## config.mk

```make
export PLATFORM = sky130hd
export DESIGN_NAME = keyed_wdt
export DESIGN_NICKNAME = d
export VERILOG_FILES = /design/src/rtl/keyed_wdt.sv
export SDC_FILE = /design/constraint.sdc
export NUM_CORES = 1
export LEC_CHECK = 0
export BUFFER_PORTS_ARGS = -buffer_cell sky130_fd_sc_hd__buf_2
export CAP_MARGIN = 20
export CORE_MARGIN = 2
export CORE_UTILIZATION = 50
export CTS_CLUSTER_DIAMETER = 100
export DETAILED_ROUTE_END_ITERATION = 8
export PLACE_DENSITY_LB_ADDON = 0.25
export SLEW_MARGIN = 25
export SYNTH_ARGS = -nofsm -noshare
export SYNTH_HDL_FRONTEND = slang
export SYNTH_SLANG_ARGS = --single-unit
```

## constraint.sdc

```tcl
create_clock -name clk -period 2.08 [get_ports clk]
set_input_delay 0.208 -clock clk [delete_from_list [all_inputs] [get_ports clk]]
set_output_delay 0.208 -clock clk [all_outputs]
set_load 0.1 [all_outputs]
```

## src/rtl/keyed_wdt.sv

```systemverilog
module keyed_wdt #(
  parameter int          AW        = 8,
  parameter logic [15:0] KEY       = 16'h1234,
  parameter logic [7:0]  RST_DIVM1 = 8'd15,
  parameter logic [15:0] RST_LOAD  = 16'hFFFF
) (
  input  logic          clk,
  input  logic          rst_n,
  input  logic          tick_en,
  input  logic          bus_wr,
  input  logic          bus_rd,
  input  logic [AW-1:0] bus_addr,
  input  logic [31:0]   bus_wdata,
  output logic [31:0]   bus_rdata,
  output logic          rst_req
);

  localparam logic [AW-1:0] OFF_CFG   = AW'('h04);
  localparam logic [AW-1:0] OFF_LOAD  = AW'('h08);
  localparam logic [AW-1:0] OFF_REF   = AW'('h18);
  localparam logic [AW-1:0] OFF_START = AW'('h1C);
  localparam int            NGRP      = 3;
  localparam logic [5:0]    RST_CODES = 6'h15;

  logic [7:0]  sh_div, act_div, pcnt;
  logic [15:0] sh_load, cnt;
  logic [5:0]  codes;
  logic        en, expired;
  logic [NGRP-1:0] flip;

  wire wr_ok  = bus_wr && (bus_wdata[31:16] == KEY);
  wire wr_cfg = wr_ok && (bus_addr == OFF_CFG);
  wire wr_ld  = wr_ok && (bus_addr == OFF_LOAD);
  wire wr_ref = wr_ok && (bus_addr == OFF_REF);
  wire wr_st  = wr_ok && (bus_addr == OFF_START);

  for (genvar g = 0; g < NGRP; g++) begin : g_flip
    wire [1:0] oldc = codes[2*g +: 2];
    wire [1:0] newc = bus_wdata[2*g +: 2];
    assign flip[g] = wr_ref && ((oldc == 2'd1 && newc == 2'd2) ||
                                (oldc == 2'd2 && newc == 2'd1));
  end

  wire restart = flip[1] | flip[2];
  wire step    = en && tick_en && !restart && (pcnt == act_div);
  wire fire    = step && (cnt == 16'd1);

  always_ff @(posedge clk or negedge rst_n) begin
    if (!rst_n) begin
      sh_div  <= RST_DIVM1;
      sh_load <= RST_LOAD;
      en      <= 1'b0;
    end else begin
      if (wr_cfg) sh_div  <= bus_wdata[15:8];
      if (wr_ld)  sh_load <= bus_wdata[15:0];
      if (wr_st)  en      <= bus_wdata[0];
    end
  end

  always_ff @(posedge clk or negedge rst_n) begin
    if (!rst_n) codes <= RST_CODES;
    else
      for (int g = 0; g < NGRP; g++)
        if (flip[g]) codes[2*g +: 2] <= bus_wdata[2*g +: 2];
  end

  always_ff @(posedge clk or negedge rst_n) begin
    if (!rst_n) begin
      act_div <= RST_DIVM1;
      pcnt    <= 8'd0;
    end else begin
      if (flip[2]) act_div <= sh_div;
      if (restart)                pcnt <= 8'd0;
      else if (en && tick_en)     pcnt <= (pcnt == act_div) ? 8'd0 : pcnt + 8'd1;
    end
  end

  always_ff @(posedge clk or negedge rst_n) begin
    if (!rst_n)                      cnt <= RST_LOAD;
    else if (flip[1])                cnt <= sh_load;
    else if (step && cnt != 16'd0)   cnt <= cnt - 16'd1;
  end

  always_ff @(posedge clk or negedge rst_n) begin
    if (!rst_n) begin
      rst_req <= 1'b0;
      expired <= 1'b0;
    end else begin
      rst_req <= fire;
      if (fire)                       expired <= 1'b1;
      else if (wr_st && bus_wdata[1]) expired <= 1'b0;
    end
  end

  always_comb begin
    bus_rdata = 32'd0;
    if (bus_rd)
      case (bus_addr)
        OFF_CFG:   bus_rdata = {16'd0, sh_div, 8'd0};
        OFF_LOAD:  bus_rdata = {16'd0, sh_load};
        OFF_REF:   bus_rdata = {26'd0, codes};
        OFF_START: bus_rdata = {30'd0, expired, en};
        default:   bus_rdata = 32'd0;
      endcase
  end

  AST_RSTREQ_ONE_CYCLE: assert property (@(posedge clk) disable iff (!rst_n)
    rst_req |=> !rst_req);
  AST_RSTREQ_SETS_FLAG: assert property (@(posedge clk) disable iff (!rst_n)
    rst_req |-> expired);
  AST_BADKEY_NO_CHANGE: assert property (@(posedge clk) disable iff (!rst_n)
    (bus_wr && bus_wdata[31:16] != KEY) |=>
      ($stable(sh_div) && $stable(sh_load) && $stable(en) && $stable(codes)));
  AST_HOLD_WHEN_STOPPED: assert property (@(posedge clk) disable iff (!rst_n)
    (!en && !restart) |=> ($stable(cnt) && $stable(pcnt) && !rst_req));
  AST_CODES_LEGAL: assert property (@(posedge clk) disable iff (!rst_n)
    ((codes[1:0] == 2'd1 || codes[1:0] == 2'd2) &&
     (codes[3:2] == 2'd1 || codes[3:2] == 2'd2) &&
     (codes[5:4] == 2'd1 || codes[5:4] == 2'd2)));
  AST_COUNT_DOWN_ONLY: assert property (@(posedge clk) disable iff (!rst_n)
    !flip[1] |=> (cnt == $past(cnt) || cnt == $past(cnt) - 16'd1));

endmodule

```

==> impl_results.html, run 1 <==
<table>
<tr><th>Metric</th><th>Value</th></tr>
<tr><th colspan="2">Run status</th></tr>
<tr><td>Result of the run</td><td>completed</td></tr>
<tr><th colspan="2">GRT</th></tr>
<tr><td>Initial antenna violation count</td><td>0</td></tr>
<tr><td>Overflow left after global routing</td><td>0</td></tr>
<tr><td>Largest net degree at the start of global routing</td><td>46</td></tr>
<tr><td>Via count of the first global-routing pass</td><td>3065</td></tr>
<tr><td>First-pass GRT wire length</td><td>approximately 15000 microns</td></tr>
<tr><td>Global-route usage over all layers</td><td>~22%</td></tr>
<tr><th colspan="2">Power</th></tr>
<tr><td>Switching share of power</td><td>about 28%</td></tr>
<tr><td>Power per cell area</td><td>510 mW/mm^2</td></tr>
<tr><td>Internal Pwr Total</td><td>1880 uW</td></tr>
<tr><td>Power spent charging and discharging nets</td><td>slightly above 700 uW</td></tr>
<tr><td>Largest vdd supply drop</td><td>roughly 0.42 mV</td></tr>
<tr><td>Flop pwr share</td><td>approximately 49%</td></tr>
<tr><td>Comb power frac</td><td>9.3%</td></tr>
<tr><td>Leak</td><td>roughly 0.0023 uW</td></tr>
<tr><td>Relative contribution of the clock network to total power</td><td>between 40% and 50%</td></tr>
<tr><th colspan="2">Setup path</th></tr>
<tr><td>Maximum fanout count along the critical path</td><td>17</td></tr>
<tr><td>Worst EP arrival</td><td>between 2 and 2.5 ns</td></tr>
<tr><td>Cells traversed along the worst timing path</td><td>nor4bb_1, buf_4, nor2_1, a211oi_2, buf_6, or3_2, a21oi_2, a21oi_1</td></tr>
<tr><td>Classification of the worst setup path</td><td>reg -&gt; reg</td></tr>
<tr><td>Delay-heaviest family, CP</td><td>simple AND/OR/NAND/NOR gates</td></tr>
<tr><td>CP bufs+invs</td><td>2</td></tr>
<tr><td>Longest individual stage delay on the worst path</td><td>0.57 ns</td></tr>
<tr><td>WP data required</td><td>2.35 ns</td></tr>
<tr><td>Setup crit start kind</td><td>flip-flop</td></tr>
<tr><td>Critical Path End Type</td><td>flip-flop</td></tr>
<tr><td>Standard cell with the maximum stage delay on the critical path</td><td>dfstp_2</td></tr>
<tr><th colspan="2">Layout</th></tr>
<tr><td>Diode count</td><td>0</td></tr>
<tr><td>Proportion of layout cells with a drive suffix above 1</td><td>a little over half</td></tr>
<tr><td>Layout fillers</td><td>around 590</td></tr>
<tr><td>Design Area, Final</td><td>0.00512 sq mm</td></tr>
<tr><td>Area overhead of the layout relative to synthesis</td><td>32.3%</td></tr>
<tr><td># nets final</td><td>~500</td></tr>
<tr><th colspan="2">Yosys</th></tr>
<tr><td>Mean cell area of the mapped netlist</td><td>roughly 11 sq um</td></tr>
<tr><td>Number of synthesized flops with an enable pin</td><td>0</td></tr>
<tr><td>Distinct cells, synth</td><td>52</td></tr>
<tr><td>Primary flip-flop cell chosen by synthesis mapping</td><td>dfstp_2</td></tr>
<tr><td>Proportion of register bits with asynchronous set or reset after synthesis</td><td>100%</td></tr>
<tr><td>Part of the Yosys area used for sequential elements</td><td>~43%</td></tr>
<tr><td>Cell type with the highest aggregate area in the netlist</td><td>dfstp_2</td></tr>
<tr><td>Number of storage elements in the synthesis netlist</td><td>65</td></tr>
<tr><td>Mapped Cells</td><td>358</td></tr>
<tr><td>Largest cells by area after synthesis</td><td>dfstp_2, dfrtp_1, mux2_2</td></tr>
<tr><td>Number of warnings issued by yosys</td><td>0</td></tr>
<tr><td>Portion of synthesized cell area occupied by the leading cell type</td><td>a little under 30%</td></tr>
<tr><td>Post-synthesis instance area</td><td>about 0.0039 sq mm</td></tr>
<tr><th colspan="2">Route</th></tr>
<tr><td>Number of DRC markers after the initial detailed-route iteration</td><td>~170</td></tr>
<tr><td>Post-DR wirelength/cell</td><td>roughly 16 microns</td></tr>
<tr><td>Drt pass-1 iters</td><td>5</td></tr>
<tr><td>DRC</td><td>0</td></tr>
<tr><td>Wire length reported by the detailed router</td><td>~9100 microns</td></tr>
<tr><td>Via count</td><td>3086</td></tr>
<tr><td>Post-route ant nets</td><td>0</td></tr>
<tr><td>Via density per instance</td><td>5.55</td></tr>
<tr><th colspan="2">CTS</th></tr>
<tr><td>Num CTS Buffers</td><td>9</td></tr>
<tr><td>Clock latency on the worst-skew pair</td><td>approximately 0.35 ns</td></tr>
<tr><td>Root Driver</td><td>clkbuf_8</td></tr>
<tr><td>H-Tree Level Count</td><td>3</td></tr>
<tr><td>CTS tree</td><td>done</td></tr>
<tr><td>Longest Clk Path Bufs</td><td>2</td></tr>
<tr><td>Number of clock sinks seen by CTS</td><td>65</td></tr>
<tr><td>Worst-path clk slew</td><td>~0.08 ns</td></tr>
<tr><th colspan="2">Job</th></tr>
<tr><td>Max-capacitance violation count</td><td>0</td></tr>
<tr><th colspan="2">Timing</th></tr>
<tr><td>Relative max-transition margin</td><td>55.0%</td></tr>
<tr><td>RSZ-0062 raised after global routing</td><td>true</td></tr>
<tr><td>Final hold violation count</td><td>0</td></tr>
<tr><td>Maximum clock rate</td><td>approximately 0.49 GHz</td></tr>
<tr><td>Final setup violation count</td><td>0</td></tr>
<tr><td>Fraction of the cycle the final worst path needs</td><td>a little under 100%</td></tr>
<tr><td>Setup_tns</td><td>0 ns</td></tr>
<tr><td>Slew at the pin with the worst max-slew slack</td><td>roughly 0.67 ns</td></tr>
<tr><td>Minimum clock period after layout</td><td>just over 2 ns</td></tr>
<tr><td>Slew Viols, Final</td><td>0</td></tr>
<tr><td>Max Clock Skew</td><td>roughly 0.014 ns</td></tr>
<tr><td>Post-route setup slack</td><td>about 0.044 ns</td></tr>
<tr><th colspan="2">Placed design</th></tr>
<tr><td>Cell Area, Placed</td><td>~0.0048 sq mm</td></tr>
<tr><td>HPWL Detailed</td><td>approximately 6700 microns</td></tr>
<tr><td>Post-place setup slack</td><td>0.0234 ns</td></tr>
<tr><td>Last weighted congestion value of the routability-driven placer</td><td>roughly 0.87</td></tr>
<tr><td>Port bufs</td><td>61</td></tr>
<tr><th colspan="2">Floorplanning</th></tr>
<tr><td>DIE AREA</td><td>0.00846 sq mm</td></tr>
<tr><td>Number of cell rows</td><td>32</td></tr>
<tr><td>X dimension of the die</td><td>between 90 and 100 microns</td></tr>
<tr><td>Area inside the core boundary</td><td>between 0.007 and 0.008 sq mm</td></tr>
<tr><td>Boundary Pins</td><td>just under 80</td></tr>
<tr><td>Die Y-Extent</td><td>92.0 microns</td></tr>
<tr><td>Initial cell density of the core</td><td>50.9%</td></tr>
<tr><th colspan="2">Worst hold path</th></tr>
<tr><td>Worst hold path class</td><td>in -&gt; reg</td></tr>
</table>
-- state kept, by name (all words and copies together), names as in the netlist --
signal and count:
sh_div 8, cnt 16, en 1, sh_load 16, pcnt 8, act_div 8
codes 6, expired 1, rst_req 1
-- synthesized netlist by cell type, drive strengths merged (7+ instances only) --
master and number:
a21oi 23, a22oi 15, and3 7, buf 23, dfrtp 22, dfstp 43
mux2 39, nand2 17, nor2 39, nor2b 15, nor3 11, nor4 15
o21ai 7, xnor2 15, xor2 8
-- per-stage QoR --
step | util [%] | instances | total power [uW] | hold WS (ns)
after CTS | 65.5 | 555 | 2630 | 0.0751
final | 67.3 | 556 | 2610 | 0.0798
after global routing | 67.3 | 556 | 2710 | 0.0689
after detailed placement | 62.7 | 538 | 1530 | 0.0145
after floorplan | - | 373 | 1470 | -0.0876
after global placement | 62.7 | 538 | 1530 | 0.0125
-- kinds of logic (layout without fill, tap and decap cells) --
group	count (synthesis)	count (layout)	share of synthesized area [%]
muxes	41	41	12.9
DFF	65	65	43.4
AOI/OAI and AO/OA	50	50	8.24
other	1	16	0.0969
buffers and inverters	29	110	5.24
xor gates and xnor gates	23	23	5.21
and+or+nand+nor	145	145	23.6
adders and majority gates	4	4	1.29
-- area by class of cell --
cell class | instances | area, sq um | share of cell area, %
Tap cell | 102 | 128 | 2.49
Sequential cell | 65 | 1680 | 32.9
Multi-Input combinational cell | 279 | 2280 | 44.5
Timing Repair Buffer | 91 | 818 | 16.0
Clock buffer | 9 | 124 | 2.42
Clock inverter | 7 | 77.6 | 1.52
Inverter | 3 | 11.3 | 0.220
-- final timing paths --
| check | from | endpoint | slack (ns) | cells past startpoint |
|---|---|---|---|---|
| max | codes[2]$_DFFE_PN1P_ | cnt[7]$_DFFE_PN1P_ | 0.04 | 8 |
| min in group asynchronous | rst_n | en$_DFFE_PN0N_ | 0.18 | 2 |
| max in group asynchronous | rst_n | sh_load[15]$_DFFE_PN1P_ | 1.39 | 3 |
| min reg2reg | expired$_DFFE_PN0P_ | expired$_DFFE_PN0P_ | 0.48 | 1 |
| max reg2reg | codes[2]$_DFFE_PN1P_ | cnt[7]$_DFFE_PN1P_ | 0.04 | 8 |
| min | bus_wdata[6] | sh_load[6]$_DFFE_PN1P_ | 0.08 | 2 |
-- worst reg2reg max path, cell delays in order (launching register included) --
cell,delay (ns)
dfstp_2,0.57
nor4bb_1,0.07
buf_4,0.14
nor2_1,0.14
a211oi_2,0.10
buf_6,0.19
or3_2,0.51
a21oi_2,0.18
a21oi_1,0.08
-- per-layer routing --
| layer | vias up | wire length (microns) | track usage [%] |
|---|---|---|---|
| met5 | - | 0 | 0 |
| li1 | 1451 | - | - |
| met4 | 0 | 190 | 7.96 |
| met3 | 14 | 467 | 4.68 |
| met1 | 1521 | 4170 | 31.9 |
| met2 | 100 | 4250 | 34.3 |
-- repair_timing --
| action | in CTS | in global routing |
|---|---|---|
| gates resized for setup | 0 | 22 |
| buffers inserted | 0 | 1 |
| endpoints found under the setup margin | 0 | 17 |
| hold buffers | 1 | 0 |
| hold endpoints to repair | 22 | 0 |
-- cells in the final DEF, fill, tap and decap left out, drive strengths merged, types with 9 or more instances in the layout --
cell	instances
buf	90
dfstp	43
nor2	39
mux2	39
a21oi	23
dfrtp	22
nand2	17
conb	16
a22oi	15
xnor2	15
nor2b	15
nor4	15
nor3	11
clkbuf	9
-- power by group through the flow --
stage               clock (uW)  sequential [uW]  combinational [uW]
floorplan                    0             1290                 176
global placement             0             1290                 239
detailed placement           0             1290                 243
CTS                       1120             1270                 244
global route              1180             1270                 259
finish                    1100             1270                 243
Power figures use the tool's default switching activity.
==> run 2, diff against run 1 <==
==> constraint.sdc (replaced) <==
create_clock -name clk -period 2.08 [get_ports clk]
set_input_delay 0 -clock clk [delete_from_list [all_inputs] [get_ports clk]]
set_output_delay 0 -clock clk [all_outputs]
set_load 0.1 [all_outputs]
==> run 2 against run 1 <==
Total power rose by 2.4%. Clock power up 5%. Cell area is 1.8% higher. Non-clock buffer count is 11 higher. Utilization rose by 1.2 points. Largest cell class unchanged. Highest routed layer unchanged.
==> impl_results.html, run 2 (synthesized netlist as in run 1, its figures left out) <==
<table>
<tr><th>Metric</th><th>Value</th></tr>
<tr><th colspan="2">GRT</th></tr>
<tr><td>GRT Max-Usage Layer</td><td>met2</td></tr>
<tr><td>Via count of the first global-routing pass</td><td>3171 (+3.5%)</td></tr>
<tr><td>Met2 routing resource usage after global routing</td><td>38.8% (+4.5 points)</td></tr>
<tr><td>GR Util met1</td><td>30.1% (-1.8 points)</td></tr>
<tr><td>Fraction of met3 tracks used by global routing</td><td>4.60% (-0.082 points)</td></tr>
<tr><td>First-pass GRT wire length</td><td>15400 microns (+2.5%)</td></tr>
<tr><td>Largest net degree at the start of global routing</td><td>66 (+43%)</td></tr>
<tr><td>Overflow left after global routing</td><td>0 (unchanged)</td></tr>
<tr><td>Initial antenna violation count</td><td>0 (unchanged)</td></tr>
<tr><td>Global-route usage over all layers</td><td>23.3% (+0.83 points)</td></tr>
<tr><th colspan="2">Route</th></tr>
<tr><td>Post-route ant nets</td><td>0 (unchanged)</td></tr>
<tr><td>Via count</td><td>3170 (+2.7%)</td></tr>
<tr><td>Post-DR wirelength/cell</td><td>17.2 microns (+5.1%)</td></tr>
<tr><td>Wire length reported by the detailed router</td><td>9730 microns (+7.2%)</td></tr>
<tr><td>Number of DRC markers after the initial detailed-route iteration</td><td>241 (+40%)</td></tr>
<tr><td>Via density per instance</td><td>5.59 (+0.73%)</td></tr>
<tr><td>Drt pass-1 iters</td><td>5 (unchanged)</td></tr>
<tr><td>DRC</td><td>0 (unchanged)</td></tr>
<tr><th colspan="2">Run status</th></tr>
<tr><td>Result of the run</td><td>completed</td></tr>
<tr><th colspan="2">Timing</th></tr>
<tr><td>Slew Viols, Final</td><td>0 (unchanged)</td></tr>
<tr><td>Maximum clock rate</td><td>0.497 GHz (+1.2%)</td></tr>
<tr><td>Minimum clock period after layout</td><td>2.01 ns (-0.0244 ns)</td></tr>
<tr><td>Final setup violation count</td><td>0 (unchanged)</td></tr>
<tr><td>Post-route setup slack</td><td>0.0687 ns (+0.0244 ns)</td></tr>
<tr><td>Fraction of the cycle the final worst path needs</td><td>96.7% (-1.2 points)</td></tr>
<tr><td>Slew at the pin with the worst max-slew slack</td><td>0.816 ns (+0.142 ns)</td></tr>
<tr><td>RSZ-0062 raised after global routing</td><td>true</td></tr>
<tr><td>Final hold violation count</td><td>0 (unchanged)</td></tr>
<tr><td>Max Clock Skew</td><td>0.0125 ns (-0.00121 ns)</td></tr>
<tr><td>Relative max-transition margin</td><td>45.6% (-9.4 points)</td></tr>
<tr><th colspan="2">Floorplanning</th></tr>
<tr><td>Initial cell density of the core</td><td>50.9% (unchanged)</td></tr>
<tr><td>Number of cell rows</td><td>32 (unchanged)</td></tr>
<tr><td>X dimension of the die</td><td>92.0 microns (unchanged)</td></tr>
<tr><td>Boundary Pins</td><td>78 (unchanged)</td></tr>
<tr><td>Area inside the core boundary</td><td>0.00761 sq mm (unchanged)</td></tr>
<tr><td>Die Y-Extent</td><td>92.0 microns (unchanged)</td></tr>
<tr><td>DIE AREA</td><td>0.00846 sq mm (unchanged)</td></tr>
<tr><th colspan="2">Placed design</th></tr>
<tr><td>Port bufs</td><td>61 (unchanged)</td></tr>
<tr><td>Post-place setup slack</td><td>0.0226 ns (-0.000803 ns)</td></tr>
<tr><td>HPWL Detailed</td><td>6530 microns (-2.9%)</td></tr>
<tr><td>Total placed cells including tap cells</td><td>529 (-1.7%)</td></tr>
<tr><td>Last weighted congestion value of the routability-driven placer</td><td>0.833 (-4.6%)</td></tr>
<tr><th colspan="2">Worst hold path</th></tr>
<tr><td>Worst hold path class</td><td>in -&gt; reg</td></tr>
<tr><th colspan="2">CTS</th></tr>
<tr><td>CTS tree</td><td>done</td></tr>
<tr><td>Longest Clk Path Bufs</td><td>2 (unchanged)</td></tr>
<tr><td>H-Tree Level Count</td><td>3 (unchanged)</td></tr>
<tr><td>Worst-path clk slew</td><td>0.08 ns (about the same)</td></tr>
<tr><td>Root Driver</td><td>clkbuf_8</td></tr>
<tr><td>Clock latency on the worst-skew pair</td><td>0.36 ns (about the same)</td></tr>
<tr><td>Num CTS Buffers</td><td>9 (unchanged)</td></tr>
<tr><td>Number of clock sinks seen by CTS</td><td>65 (unchanged)</td></tr>
<tr><th colspan="2">Layout</th></tr>
<tr><td>Largest registers ranked by flip-flop count</td><td>cnt x16, sh_load x16</td></tr>
<tr><td>Commonest non-fill, non-tap cell in the layout</td><td>buf_2</td></tr>
<tr><td>Core occupancy in the finished layout</td><td>68.5% (+1.2 points)</td></tr>
<tr><td>Layout fillers</td><td>559 (-5.6%)</td></tr>
<tr><td>Storage cell area</td><td>0.00168 sq mm (about the same)</td></tr>
<tr><td>Most frequent cells in the layout</td><td>buf_2, dfstp_2, nor2_1</td></tr>
<tr><td>Area overhead of the layout relative to synthesis</td><td>34.6%</td></tr>
<tr><td>Proportion of layout cells with a drive suffix above 1</td><td>51.2% (-2.1 points)</td></tr>
<tr><td>Area taken by multi-input logic gates</td><td>0.00225 sq mm (-1.3%)</td></tr>
<tr><td>Diode count</td><td>0 (unchanged)</td></tr>
<tr><td>Count of non-filler cells in the finished layout</td><td>567 (+2.0%)</td></tr>
<tr><td># nets final</td><td>509 (+2.2%)</td></tr>
<tr><th colspan="2">Setup path</th></tr>
<tr><td>Critical Path End Type</td><td>flip-flop</td></tr>
<tr><td>Worst EP arrival</td><td>2.29 ns (-0.02 ns)</td></tr>
<tr><td>Setup crit start kind</td><td>flip-flop</td></tr>
<tr><td>Standard cell with the maximum stage delay on the critical path</td><td>nor4_1</td></tr>
<tr><td>Maximum fanout count along the critical path</td><td>5 (-12)</td></tr>
<tr><td>Longest individual stage delay on the worst path</td><td>0.50 ns (-0.07 ns)</td></tr>
<tr><td>Classification of the worst setup path</td><td>reg -&gt; reg</td></tr>
<tr><td>CP bufs+invs</td><td>0 (-2)</td></tr>
<tr><td>Cells traversed along the worst timing path</td><td>nor4_1, nand4b_1, nor2_1, nor4b_2, xnor2_1, a21oi_1</td></tr>
<tr><td>Delay-heaviest family, CP</td><td>simple AND/OR/NAND/NOR gates</td></tr>
<tr><td>WP data required</td><td>2.36 ns (about the same)</td></tr>
<tr><th colspan="2">Power</th></tr>
<tr><td>Largest vdd supply drop</td><td>0.368 mV (-13%)</td></tr>
<tr><td>Leak</td><td>0.00229 uW (+0.48%)</td></tr>
<tr><td>Power per cell area</td><td>513 mW/mm^2 (+0.59%)</td></tr>
<tr><th colspan="2">Job</th></tr>
<tr><td>Max-capacitance violation count</td><td>0 (unchanged)</td></tr>
</table>
run 2: cell types whose count changed in the layout (fill, tap and decap cells not counted), moves of 3 or more:
cell	delta
dlygate4sd3_1	+16
nor2b_2	+8
nor2_2	+7
nor2b_4	-8
nor2_4	-6
buf_4	-3
run 2: worst paths after layout:
path	endpoint	slack, ns	depth (start not counted)	from
hold / removal	pcnt[0]$_DFFE_PN0P_	0.10	4	tick_en
setup / recovery	cnt[5]$_DFFE_PN1P_	0.07	6	cnt[4]$_DFFE_PN1P_
hold reg to reg	cnt[4]$_DFFE_PN1P_	0.51	2	sh_load[4]$_DFFE_PN1P_
max in group asynchronous	pcnt[3]$_DFFE_PN0P_	1.19	3	rst_n
setup reg to reg	cnt[5]$_DFFE_PN1P_	0.07	6	cnt[4]$_DFFE_PN1P_
min in group asynchronous	codes[3]$_DFFE_PN0P_	0.35	3	rst_n
run 2: worst register-to-register path: cells and delay by family (launching register included):
family | cells | cell delay (ns)
compound gates | 1 | 0.16
flops | 1 | 0.40
xor+xnor | 1 | 0.15
simple gates | 4 | 1.24
run 2: power by group:
part	internal, uW	switching [uW]	total (uW)
registers	1270	0.00135	1270
logic	67.9	192	260
clock network	576	569	1150
run 2: cell type report:
cell class / count / share of cell area, %
clock inverters: 7 / 1.61
multi-input cells: 279 / 43.2
flip-flops and latches: 65 / 32.3
well taps: 102 / 2.45
repair buffers: 102 / 17.9
inverters: 3 / 0.216
clock buffers: 9 / 2.38
run 2: through the flow:
stage	hold slack (ns)	TNS [ns]	total power [uW]	cell area [sq um]
after floorplan	-0.296	0	1460	3960
after global placement	0.224	0	1520	4610
after detailed placement	0.227	0	1520	4610
after CTS	0.105	0	2680	4990
after global routing	0.123	-0.598	2760	5210
final	0.101	0	2670	5210
run 2: what timing repair did:
action / CTS / global route
hold buffers: 17 / 0
hold endpoints to repair: 52 / 0
buffers inserted: 0 / 4
setup endpoints to repair: 0 / 16
gates resized for setup: 0 / 29
run 2: layer usage:
metal  up-vias  wire length (microns)
met5         -                      0
li1       1471                      -
met2       117                   4860
met1      1564                   4170
met4         0                    181
met3        18                    516
